--- config.mk ---
export PLATFORM = sky130hd
export DESIGN_NAME = disp_irq_status
export DESIGN_NICKNAME = d
export VERILOG_FILES = /design/src/rtl/dis_pkg.sv /design/src/rtl/dis_dual_merge.sv /design/src/rtl/dis_qd_tracker.sv /design/src/rtl/disp_irq_status.sv
export SDC_FILE = /design/constraint.sdc
export NUM_CORES = 1
export LEC_CHECK = 0
export BUFFER_PORTS_ARGS = -buffer_cell sky130_fd_sc_hd__buf_2
export CELL_PAD_IN_SITES_DETAIL_PLACEMENT = 0
export CELL_PAD_IN_SITES_GLOBAL_PLACEMENT = 1
export CORE_MARGIN = 5
export CORE_UTILIZATION = 34
export CTS_CLUSTER_SIZE = 20
export DETAILED_ROUTE_END_ITERATION = 8
export PLACE_DENSITY_LB_ADDON = 0.1
export SETUP_SLACK_MARGIN = 0.15
export SYNTH_ARGS = -nofsm -noshare
export SYNTH_HDL_FRONTEND = slang
export SYNTH_HIERARCHICAL = 1
export SYNTH_SLANG_ARGS = --single-unit
--- constraint.sdc ---
create_clock -name clk -period 2.02 [get_ports clk]
set_input_delay 0.202 -clock clk [delete_from_list [all_inputs] [get_ports clk]]
set_output_delay 0.202 -clock clk [all_outputs]
set_load 0.02 [all_outputs]
--- src/rtl/dis_pkg.sv ---
package dis_pkg;
  localparam int ST_W   = 8;
  localparam int MSK_W  = 5;
  localparam int ST_OU  = 0;
  localparam int ST_QD  = 1;
  localparam int ST_SOF = 2;
  localparam int ST_EOF = 3;
  localparam int ST_BR  = 4;
  localparam int ST_BE  = 5;
  localparam int ST_ABC = 6;
  localparam int ST_SUB = 7;

  // cls bit order: [3] branch, [2] end-of-frame, [1] start-of-frame, [0] bus error
  function automatic logic sub_needed(input logic [3:0] cls, input logic pend);
    logic multi;
    logic pair_only;
    multi     = ($countones(cls) >= 2);
    pair_only = (cls == 4'b1010);
    return (|cls) && (pend || (multi && !pair_only));
  endfunction

  function automatic logic [ST_W-1:0] irq_enables(input logic [MSK_W-1:0] msk);
    return {3'b111, ~msk};
  endfunction
endpackage

--- src/rtl/dis_dual_merge.sv ---
module dis_dual_merge (
  input  logic       clk,
  input  logic       rst_n,
  input  logic       dual,
  input  logic [1:0] ev,
  output logic       hit
);
  logic [1:0] seen_q;
  logic [1:0] arr;

  always_comb begin
    arr = seen_q | ev;
    hit = dual ? (&arr) : ev[0];
  end

  always_ff @(posedge clk or negedge rst_n) begin
    if (!rst_n)            seen_q <= '0;
    else if (!dual || hit) seen_q <= '0;
    else                   seen_q <= arr;
  end
endmodule

--- src/rtl/dis_qd_tracker.sv ---
module dis_qd_tracker (
  input  logic clk,
  input  logic rst_n,
  input  logic lcd_enable,
  input  logic burst_busy,
  output logic qd_evt
);
  logic en_q;
  logic armed_q;
  logic armed_n;

  always_comb begin
    armed_n = armed_q | (en_q & ~lcd_enable);
    qd_evt  = armed_n & ~burst_busy;
  end

  always_ff @(posedge clk or negedge rst_n) begin
    if (!rst_n) begin
      en_q    <= 1'b0;
      armed_q <= 1'b0;
    end else begin
      en_q    <= lcd_enable;
      armed_q <= armed_n & burst_busy;
    end
  end
endmodule

--- src/rtl/disp_irq_status.sv ---
module disp_irq_status
  import dis_pkg::*;
#(
  parameter int FID_W = 32
) (
  input  logic                  clk,
  input  logic                  rst_n,
  input  logic                  dual_mode,
  input  logic [MSK_W-1:0]      irq_mask,
  input  logic [1:0]            ch_sof,
  input  logic [1:0]            ch_eof_done,
  input  logic [1:0]            ch_eof_ie,
  input  logic [1:0]            ch_br_done,
  input  logic [1:0]            ch_br_ie,
  input  logic [1:0]            ch_bus_err,
  input  logic [FID_W-1:0]      ch_fid0,
  input  logic [FID_W-1:0]      ch_fid1,
  input  logic [1:0]            fifo_empty_rd,
  input  logic                  ac_bias_evt,
  input  logic                  lcd_enable,
  input  logic                  burst_busy,
  input  logic                  reg_wr,
  input  logic                  reg_addr,
  input  logic [ST_W-1:0]       reg_wdata,
  output logic [FID_W-1:0]      rd_data,
  output logic [ST_W-1:0]       status_o,
  output logic                  irq
);
  localparam int NMRG = 2;

  logic [ST_W-1:0]  status_q;
  logic [ST_W-1:0]  set_vec;
  logic [ST_W-1:0]  clr_vec;
  logic [FID_W-1:0] fid_q;
  logic [FID_W-1:0] fid_pick;
  logic [1:0]       ch_live;
  logic [1:0]       mrg_in [NMRG];
  logic [NMRG-1:0]  mrg_hit;
  logic [3:0]       cls;
  logic [MSK_W-1:0] unm;
  logic             pending;
  logic             fid_cap;
  logic             qd_evt;
  logic             sub_set;

  assign ch_live   = dual_mode ? 2'b11 : 2'b01;
  assign mrg_in[0] = ch_eof_done & ch_eof_ie;
  assign mrg_in[1] = ch_br_done & ch_br_ie;

  for (genvar g = 0; g < NMRG; g++) begin : g_mrg
    dis_dual_merge u_mrg (
      .clk  (clk),
      .rst_n(rst_n),
      .dual (dual_mode),
      .ev   (mrg_in[g]),
      .hit  (mrg_hit[g])
    );
  end

  dis_qd_tracker u_qd (
    .clk       (clk),
    .rst_n     (rst_n),
    .lcd_enable(lcd_enable),
    .burst_busy(burst_busy),
    .qd_evt    (qd_evt)
  );

  assign pending = irq;

  always_comb begin
    set_vec         = '0;
    set_vec[ST_OU]  = |(fifo_empty_rd & ch_live);
    set_vec[ST_QD]  = qd_evt;
    set_vec[ST_SOF] = |(ch_sof & ch_live);
    set_vec[ST_EOF] = mrg_hit[0];
    set_vec[ST_BR]  = mrg_hit[1];
    set_vec[ST_BE]  = |(ch_bus_err & ch_live);
    set_vec[ST_ABC] = ac_bias_evt;
    unm             = set_vec[MSK_W-1:0] & ~irq_mask;
    cls             = {unm[ST_BR], unm[ST_EOF], unm[ST_SOF], set_vec[ST_BE]};
    sub_set         = sub_needed(cls, pending);
    set_vec[ST_SUB] = sub_set;
    clr_vec         = (reg_wr && !reg_addr) ? reg_wdata : '0;
    fid_cap         = !pending && (|cls);
  end

  always_comb begin
    if (cls[0])      fid_pick = (ch_bus_err[0] || !dual_mode) ? ch_fid0 : ch_fid1;
    else if (cls[1]) fid_pick = (ch_sof[0] || !dual_mode) ? ch_fid0 : ch_fid1;
    else             fid_pick = ch_fid0;
  end

  always_ff @(posedge clk or negedge rst_n) begin
    if (!rst_n) begin
      status_q <= '0;
      fid_q    <= '0;
    end else begin
      status_q <= (status_q & ~clr_vec) | set_vec;
      if (fid_cap) fid_q <= fid_pick;
    end
  end

  assign irq      = |(status_q & irq_enables(irq_mask));
  assign status_o = status_q;
  assign rd_data  = reg_addr ? fid_q : FID_W'(status_q);
endmodule

==> impl_metrics.csv, run 1 <==
group,metric,value,unit
timing,setup_viol,0,
final_layout,layout_common_cells,"sky130_fd_sc_hd__buf_2, sky130_fd_sc_hd__dfrtp_1, sky130_fd_sc_hd__mux2_2, sky130_fd_sc_hd__mux2_4, sky130_fd_sc_hd__and2_1",
floorplanning,die_height,99.03,microns
synthesis,synth_area,2695,sq um
setup_path,worstSetupPathType,"reg -> reg",
timing,timing_worst_slew_pin_value,0.3396,ns
place,preCtsSetupSlack,0.07572,ns
route,wire_per_inst,15.22,microns
floorplanning,initial_utilization,0.3488,
setup_path,end_kind,"flip-flop",
clock_network,clock_tree.root_cell,"sky130_fd_sc_hd__clkbuf_8",
timing,slew-limit-headroom,0.7736,
synthesis,syn-instance-count,222,
final_layout,post_route_cells_drive_above_1_share,0.6622,
clock_network,cts.path.max_buffers,2,
synthesis,yosysWarningCount,6,
clock_network,clk_lat_worst_skew,0.30,ns
route,initialDrtViolationCount,27,
timing,hold_viol_final,0,
clock_network,cts-buffers-inserted,5,
route,vias_per_std_cell,4.539,
timing,rsz0062_at_grt,"true",
global_route,grt_pass1_wl,10960,microns
timing,final.hold.worst_slack,0.01356,ns
job,maxCapViolCount,0,
synthesis,number_of_storage_elements_in_the_synthesis_netlist,46,
synthesis,post_synth_num_cell_types,36,
global_route,grt_max_degree,25,
power,power.density,504.6,nW/um^2
global_route,overflow,0,
final_layout,finalNetCount,472,
floorplanning,floorplan.io_pins,140,
timing,totalNegativeSetupSlack,0,ns
timing,post-route-min-period,1.840,ns
floorplanning,row_count,32,
global_route,first_global_vias,2214,
clock_network,clk_pin_slew,0.09,ns
global_route,antenna_violations_before_repair,0,
setup_path,critical_path_required,2.21,ns
final_layout,most_common_library_cell_in_the_layout_ignoring_fill_and_taps,"sky130_fd_sc_hd__buf_2",
timing,postLayoutSetupSlackWorst,0.1804,ns
synthesis,synth_area_per_cell,12.14,sq um
final_layout,finish.utilization,0.4893,
worst_hold_path,worst_hold_path_type,"in -> reg",
timing,maxSlewViolCount,0,
timing,fin_crit_sh,0.9107,
setup_path,path_max_fanout,9,
power,leakage,1.946,nW
place,gp_congestion,0.7432,
global_route,grtUsageTotal,0.1403,
power,largest_vdd_supply_drop,0.2540,mV
clock_network,clkSinkCount,46,
clock_network,cts_tree,"done",
route,wl,7231,microns
route,remaining_drc_errors,0,
place,buffer_ports.inserted,139,
final_layout,areaGrowthSynthToFinish,40.30,%
place,hpwl,5538,microns
final_layout,post_route_design_area,3781,sq um
floorplanning,die_w,99.03,microns
route,vias,2156,
floorplanning,core_region_area,7727,sq um
route,ant_nets,0,
setup_path,critPathLaunchType,"flip-flop",
setup_path,critical_path_arrival,2.03,ns
place,placed_area,3550,sq um
floorplanning,design.die.area,9807,sq um
timing,finClkSkew,0.005747,ns
route,drt_first_pass_iters,4,
final_layout,diodes,0,
status,run_status,"finished, final reports clean",
synthesis,postSynthNetCount,322,
clock_network,htreeDepth,2,
timing,timing.fmax,0.5436,GHz
synthesis,ys_seq_area_frac,0.4271,
## worst paths after layout
path / from / to / slack, ns / cells past startpoint
worst min-delay path: lcd_enable / u_qd/en_q / 0.01 / 1
worst max-delay path: g_mrg[1].u_mrg/seen_q[0] / fid_q[23] / 0.18 / 8
worst min register to register: g_mrg[1].u_mrg/seen_q[0] / g_mrg[1].u_mrg/seen_q[1] / 0.49 / 1
worst max register to register: g_mrg[1].u_mrg/seen_q[0] / fid_q[23] / 0.18 / 8
min in group asynchronous: rst_n / fid_q[10] / 0.42 / 3
max in group asynchronous: rst_n / g_mrg[1].u_mrg/seen_q[0] / 1.34 / 3
## routing by layer
metal	routed length [microns]	part of all wire	vias to the layer above	global-route usage
li1	-	-	1073	-
met1	3248	0.45	995	0.1851
met2	3356	0.46	80	0.2262
met3	560	0.077	8	0.03892
met4	65	0.0090	0	0.03782
met5	0	0	-	0
## per-stage QoR
stage / total power (W) / cells
after floorplan: 0.001163 / 222
after global placement: 0.001352 / 461
after detailed placement: 0.001354 / 461
after CTS: 0.001943 / 470
after global routing: 0.002017 / 475
final: 0.001908 / 475
## registers in the layout, summed over array words and instances, names as in the netlist
| register | count |
|---|---|
| fid_q | 32 |
| status_o | 8 |
| g_mrg.u_mrg/seen_q | 4 |
| u_qd/armed_q | 1 |
| u_qd/en_q | 1 |
## repair_timing
action	in CTS	in global routing
hold endpoints to repair	46	0
hold buffers	1	0
setup buffers	0	3
gates resized for setup	0	12
endpoints found under the setup margin	0	33
## cells in the mapped netlist
| cell type | number | area [sq um] |
|---|---|---|
| sky130_fd_sc_hd__nand2_1 | 11 | 41.29 |
| sky130_fd_sc_hd__or2_2 | 4 | 25.02 |
| sky130_fd_sc_hd__a21boi_0 | 1 | 7.510 |
| sky130_fd_sc_hd__nor3b_2 | 1 | 12.51 |
| sky130_fd_sc_hd__mux2_2 | 47 | 529.3 |
| sky130_fd_sc_hd__ha_1 | 1 | 12.51 |
| sky130_fd_sc_hd__a21oi_2 | 1 | 8.760 |
| sky130_fd_sc_hd__nor2_1 | 2 | 7.510 |
| sky130_fd_sc_hd__a21o_1 | 1 | 7.510 |
| sky130_fd_sc_hd__buf_2 | 4 | 20.02 |
| sky130_fd_sc_hd__a21oi_1 | 10 | 50.05 |
| sky130_fd_sc_hd__nor2_2 | 2 | 12.51 |
| sky130_fd_sc_hd__or3_1 | 1 | 6.260 |
| sky130_fd_sc_hd__buf_6 | 3 | 33.78 |
| sky130_fd_sc_hd__and2_1 | 29 | 181.4 |
| sky130_fd_sc_hd__o2111a_2 | 1 | 12.51 |
| sky130_fd_sc_hd__nor4b_2 | 2 | 30.03 |
| sky130_fd_sc_hd__o21ai_2 | 1 | 8.760 |
| sky130_fd_sc_hd__nor3_1 | 1 | 5.000 |
| sky130_fd_sc_hd__a31oi_1 | 1 | 6.260 |
| sky130_fd_sc_hd__nor2b_1 | 3 | 18.77 |
| sky130_fd_sc_hd__clkbuf_1 | 4 | 15.01 |
| sky130_fd_sc_hd__o31ai_1 | 1 | 7.510 |
| sky130_fd_sc_hd__inv_1 | 6 | 22.52 |
| sky130_fd_sc_hd__mux2_4 | 20 | 300.3 |
| sky130_fd_sc_hd__a211o_1 | 1 | 8.760 |
| sky130_fd_sc_hd__nand2b_1 | 3 | 18.77 |
| sky130_fd_sc_hd__nor4_1 | 1 | 6.260 |
| sky130_fd_sc_hd__o211a_1 | 2 | 20.02 |
| sky130_fd_sc_hd__o21ai_0 | 5 | 25.02 |
| sky130_fd_sc_hd__nand2b_4 | 1 | 13.76 |
| sky130_fd_sc_hd__o221ai_2 | 2 | 30.03 |
| sky130_fd_sc_hd__nor3_4 | 1 | 16.27 |
| sky130_fd_sc_hd__mux2_1 | 1 | 11.26 |
| sky130_fd_sc_hd__a21boi_2 | 1 | 11.26 |
| sky130_fd_sc_hd__dfrtp_1 | 46 | 1151 |
## critical path, cell delays in order, from the launching register on
cell and delay [ns]:
sky130_fd_sc_hd__dfrtp_1 0.39, sky130_fd_sc_hd__a21oi_1 0.08, sky130_fd_sc_hd__a21oi_1 0.16, sky130_fd_sc_hd__nand2b_1 0.10
sky130_fd_sc_hd__o2111a_2 0.18, sky130_fd_sc_hd__nor3_4 0.20, sky130_fd_sc_hd__buf_12 0.15, sky130_fd_sc_hd__buf_12 0.14
sky130_fd_sc_hd__mux2_2 0.33
## where the power goes
part           leakage, nW  switching (W)  total [W]  internal, W
Clock               0.0441       0.000327   0.000571     0.000243
Sequential           0.604      0.0000135   0.000955     0.000941
Combinational         1.30       0.000193   0.000382     0.000189
Total                 1.95       0.000534    0.00191      0.00137
## final cells by class
type	instances	area, sq um
multi-input cells	159	1506
fillers	752	3946
clock buffers	5	68.82
well taps	102	127.6
inverters	6	22.52
flip-flops and latches	46	1151
repair buffers	154	883.3
clock inverters	3	21.27
## kinds of logic (layout without fill, tap and decap cells)
group | Yosys count | after routing | share of synthesized area
multiplexers | 68 | 68 | 0.3120
AND/OR/NAND/NOR | 62 | 62 | 0.1467
flip-flops | 46 | 46 | 0.4271
AO/OA/AOI/OAI | 28 | 28 | 0.07568
buffers and inverters | 17 | 168 | 0.03389
adder cells (fa/ha/maj) | 1 | 1 | 0.004642
Power figures use the tool's default switching activity.
==> inputs of run 2 (changes only) <==
--- a/config.mk
+++ b/config.mk
@@ -13,6 +13,7 @@
 export CTS_CLUSTER_SIZE = 20
 export DETAILED_ROUTE_END_ITERATION = 8
 export PLACE_DENSITY_LB_ADDON = 0.1
+export RECOVER_POWER = 25
 export SETUP_SLACK_MARGIN = 0.15
 export SYNTH_ARGS = -nofsm -noshare
 export SYNTH_HDL_FRONTEND = slang
==> impl_metrics.csv, run 2 (same netlist as run 1, synthesis figures left out) <==
group,metric,value,unit
status,run_status,"finished, final reports clean",
place,buffer_ports.inserted,139,
final_layout,registers.top_by_ff_count,"fid_q",
floorplanning,design.die.area,9807,sq um
setup_path,critPathLaunchType,"flip-flop",
clock_network,cts-buffers-inserted,5,
final_layout,finish.utilization,0.4879,
floorplanning,die_w,99.03,microns
clock_network,clkSinkCount,46,
power,leakage,1.938,nW
setup_path,end_kind,"flip-flop",
timing,fin_crit_sh,0.9107,
global_route,overflow,0,
power,cell_internal_pwr,0.001371,W
route,drt_first_pass_iters,3,
setup_path,critical_path_required,2.21,ns
setup_path,critical_path_arrival,2.03,ns
global_route,antenna_violations_before_repair,0,
timing,timing_worst_slew_pin_value,1.186,ns
power,total_net_switching_power,0.0005331,W
global_route,grtUsageTotal,0.1403,
route,vias_per_std_cell,4.526,
timing,finClkSkew,0.005750,ns
clock_network,clk_pin_slew,0.09,ns
global_route,first_global_vias,2214,
timing,totalNegativeSetupSlack,0,ns
power,seq_power_share,0.501,
final_layout,finalNetCount,472,
place,gp_congestion,0.7432,
final_layout,post_route_cells_drive_above_1_share,0.6542,
clock_network,cts.path.max_buffers,2,
setup_path,path_max_fanout,9,
worst_hold_path,worst_hold_path_type,"in -> reg",
place,hpwl,5538,microns
floorplanning,die_height,99.03,microns
job,maxCapViolCount,0,
timing,setup_viol,0,
route,ant_nets,0,
timing,slew-limit-headroom,0.2096,
timing,rsz0062_at_grt,"true",
final_layout,diodes,0,
global_route,grt_pass1_wl,10960,microns
final_layout,num-fill-cells,755,
timing,hold_viol_final,0,
route,wl,7223,microns
final_layout,layout_common_cells,"sky130_fd_sc_hd__buf_2, sky130_fd_sc_hd__dfrtp_1, sky130_fd_sc_hd__mux2_2, sky130_fd_sc_hd__mux2_4, sky130_fd_sc_hd__and2_1",
timing,maxSlewViolCount,0,
setup_path,worstSetupPathType,"reg -> reg",
power,comb_power_share,0.199,
timing,timing.fmax,0.5436,GHz
clock_network,clk_lat_worst_skew,0.30,ns
route,remaining_drc_errors,0,
power,swShare,0.2799,
final_layout,most_common_library_cell_in_the_layout_ignoring_fill_and_taps,"sky130_fd_sc_hd__buf_2",
power,power.density,505.2,nW/um^2
final_layout,largest_register_ffs,32,
clock_network,htreeDepth,2,
floorplanning,core_region_area,7727,sq um
global_route,grt_max_degree,25,
power,largest_vdd_supply_drop,0.2483,mV
clock_network,cts_tree,"done",
power,clock_power_share,0.299,
route,wire_per_inst,15.21,microns
route,initialDrtViolationCount,26,
clock_network,clock_tree.root_cell,"sky130_fd_sc_hd__clkbuf_8",
floorplanning,initial_utilization,0.3488,
power,totalPowerFinal,0.001904,W
route,vias,2150,
floorplanning,floorplan.io_pins,140,
final_layout,areaGrowthSynthToFinish,39.88,%
floorplanning,row_count,32,
timing,post-route-min-period,1.840,ns
-- run 2: cell types whose count changed in the layout (fill, tap and decap cells not counted), sizes merged --
cell / delta
clkbuf: +3
buf: -3
-- run 2: power by group through the flow --
stage	combinational, W	sequential (W)	clock, W
finish	0.000379	0.000955	0.000570
global route	0.000420	0.000958	0.000636
CTS	0.000385	0.000955	0.000602
detailed placement	0.000381	0.000973	0
global placement	0.000379	0.000973	0
floorplan	0.000174	0.000989	0
-- run 2: area by class of cell --
cell class | count | area [sq um] | share of cell area
Sequential cell | 46 | 1151 | 0.3053
Timing Repair Buffer | 154 | 875.8 | 0.2323
Inverter | 6 | 22.52 | 0.005974
Tap cell | 102 | 127.6 | 0.03385
Clock buffer | 5 | 68.82 | 0.01825
Multi-Input combinational cell | 159 | 1503 | 0.3986
Clock inverter | 3 | 21.27 | 0.005642
-- run 2: final timing paths --
path / start / slack [ns] / cells after the start / to
worst min-delay path: lcd_enable / 0.01 / 1 / u_qd/en_q
worst max register to register: g_mrg[1].u_mrg/seen_q[0] / 0.18 / 8 / fid_q[23]
worst max-delay path: g_mrg[1].u_mrg/seen_q[0] / 0.18 / 8 / fid_q[23]
min in group asynchronous: rst_n / 0.56 / 3 / fid_q[5]
max in group asynchronous: rst_n / 0.54 / 3 / fid_q[23]
worst min register to register: g_mrg[1].u_mrg/seen_q[0] / 0.49 / 1 / g_mrg[1].u_mrg/seen_q[1]
-- run 2: critical path, stage by stage, from the launching register on --
cell                       delay [ns]
sky130_fd_sc_hd__dfrtp_1         0.39
sky130_fd_sc_hd__a21oi_1         0.08
sky130_fd_sc_hd__a21oi_1         0.16
sky130_fd_sc_hd__nand2b_1        0.10
sky130_fd_sc_hd__o2111a_2        0.18
sky130_fd_sc_hd__nor3_4          0.20
sky130_fd_sc_hd__buf_12          0.15
sky130_fd_sc_hd__buf_12          0.14
sky130_fd_sc_hd__mux2_2          0.33
-- run 2: through the flow --
| step | setup slack [ns] | cells | hold WS [ns] | instance area (sq um) |
|---|---|---|---|---|
| floorplan | 0.2581 | 222 | -0.09359 | 2695 |
| global placement | 0.1224 | 461 | 0.2173 | 3550 |
| detailed placement | 0.07572 | 461 | 0.2143 | 3550 |
| CTS | 0.1580 | 470 | 0.001276 | 3650 |
| global route | 0.1013 | 475 | 0.003808 | 3770 |
| finish | 0.1804 | 475 | 0.01352 | 3770 |
-- run 2: routing by layer --
metal,track usage,share of wire
met1,0.1851,0.45
met2,0.2262,0.46
met4,0.03782,0.0090
met3,0.03892,0.076
met5,0,0
-- run 2: repair_timing --
action | 4_1_cts | 5_1_grt
endpoints found under the setup margin | 0 | 33
setup buffers | 0 | 3
hold buffers | 1 | 0
endpoints found under the hold margin | 46 | 0
gates resized for setup | 0 | 12
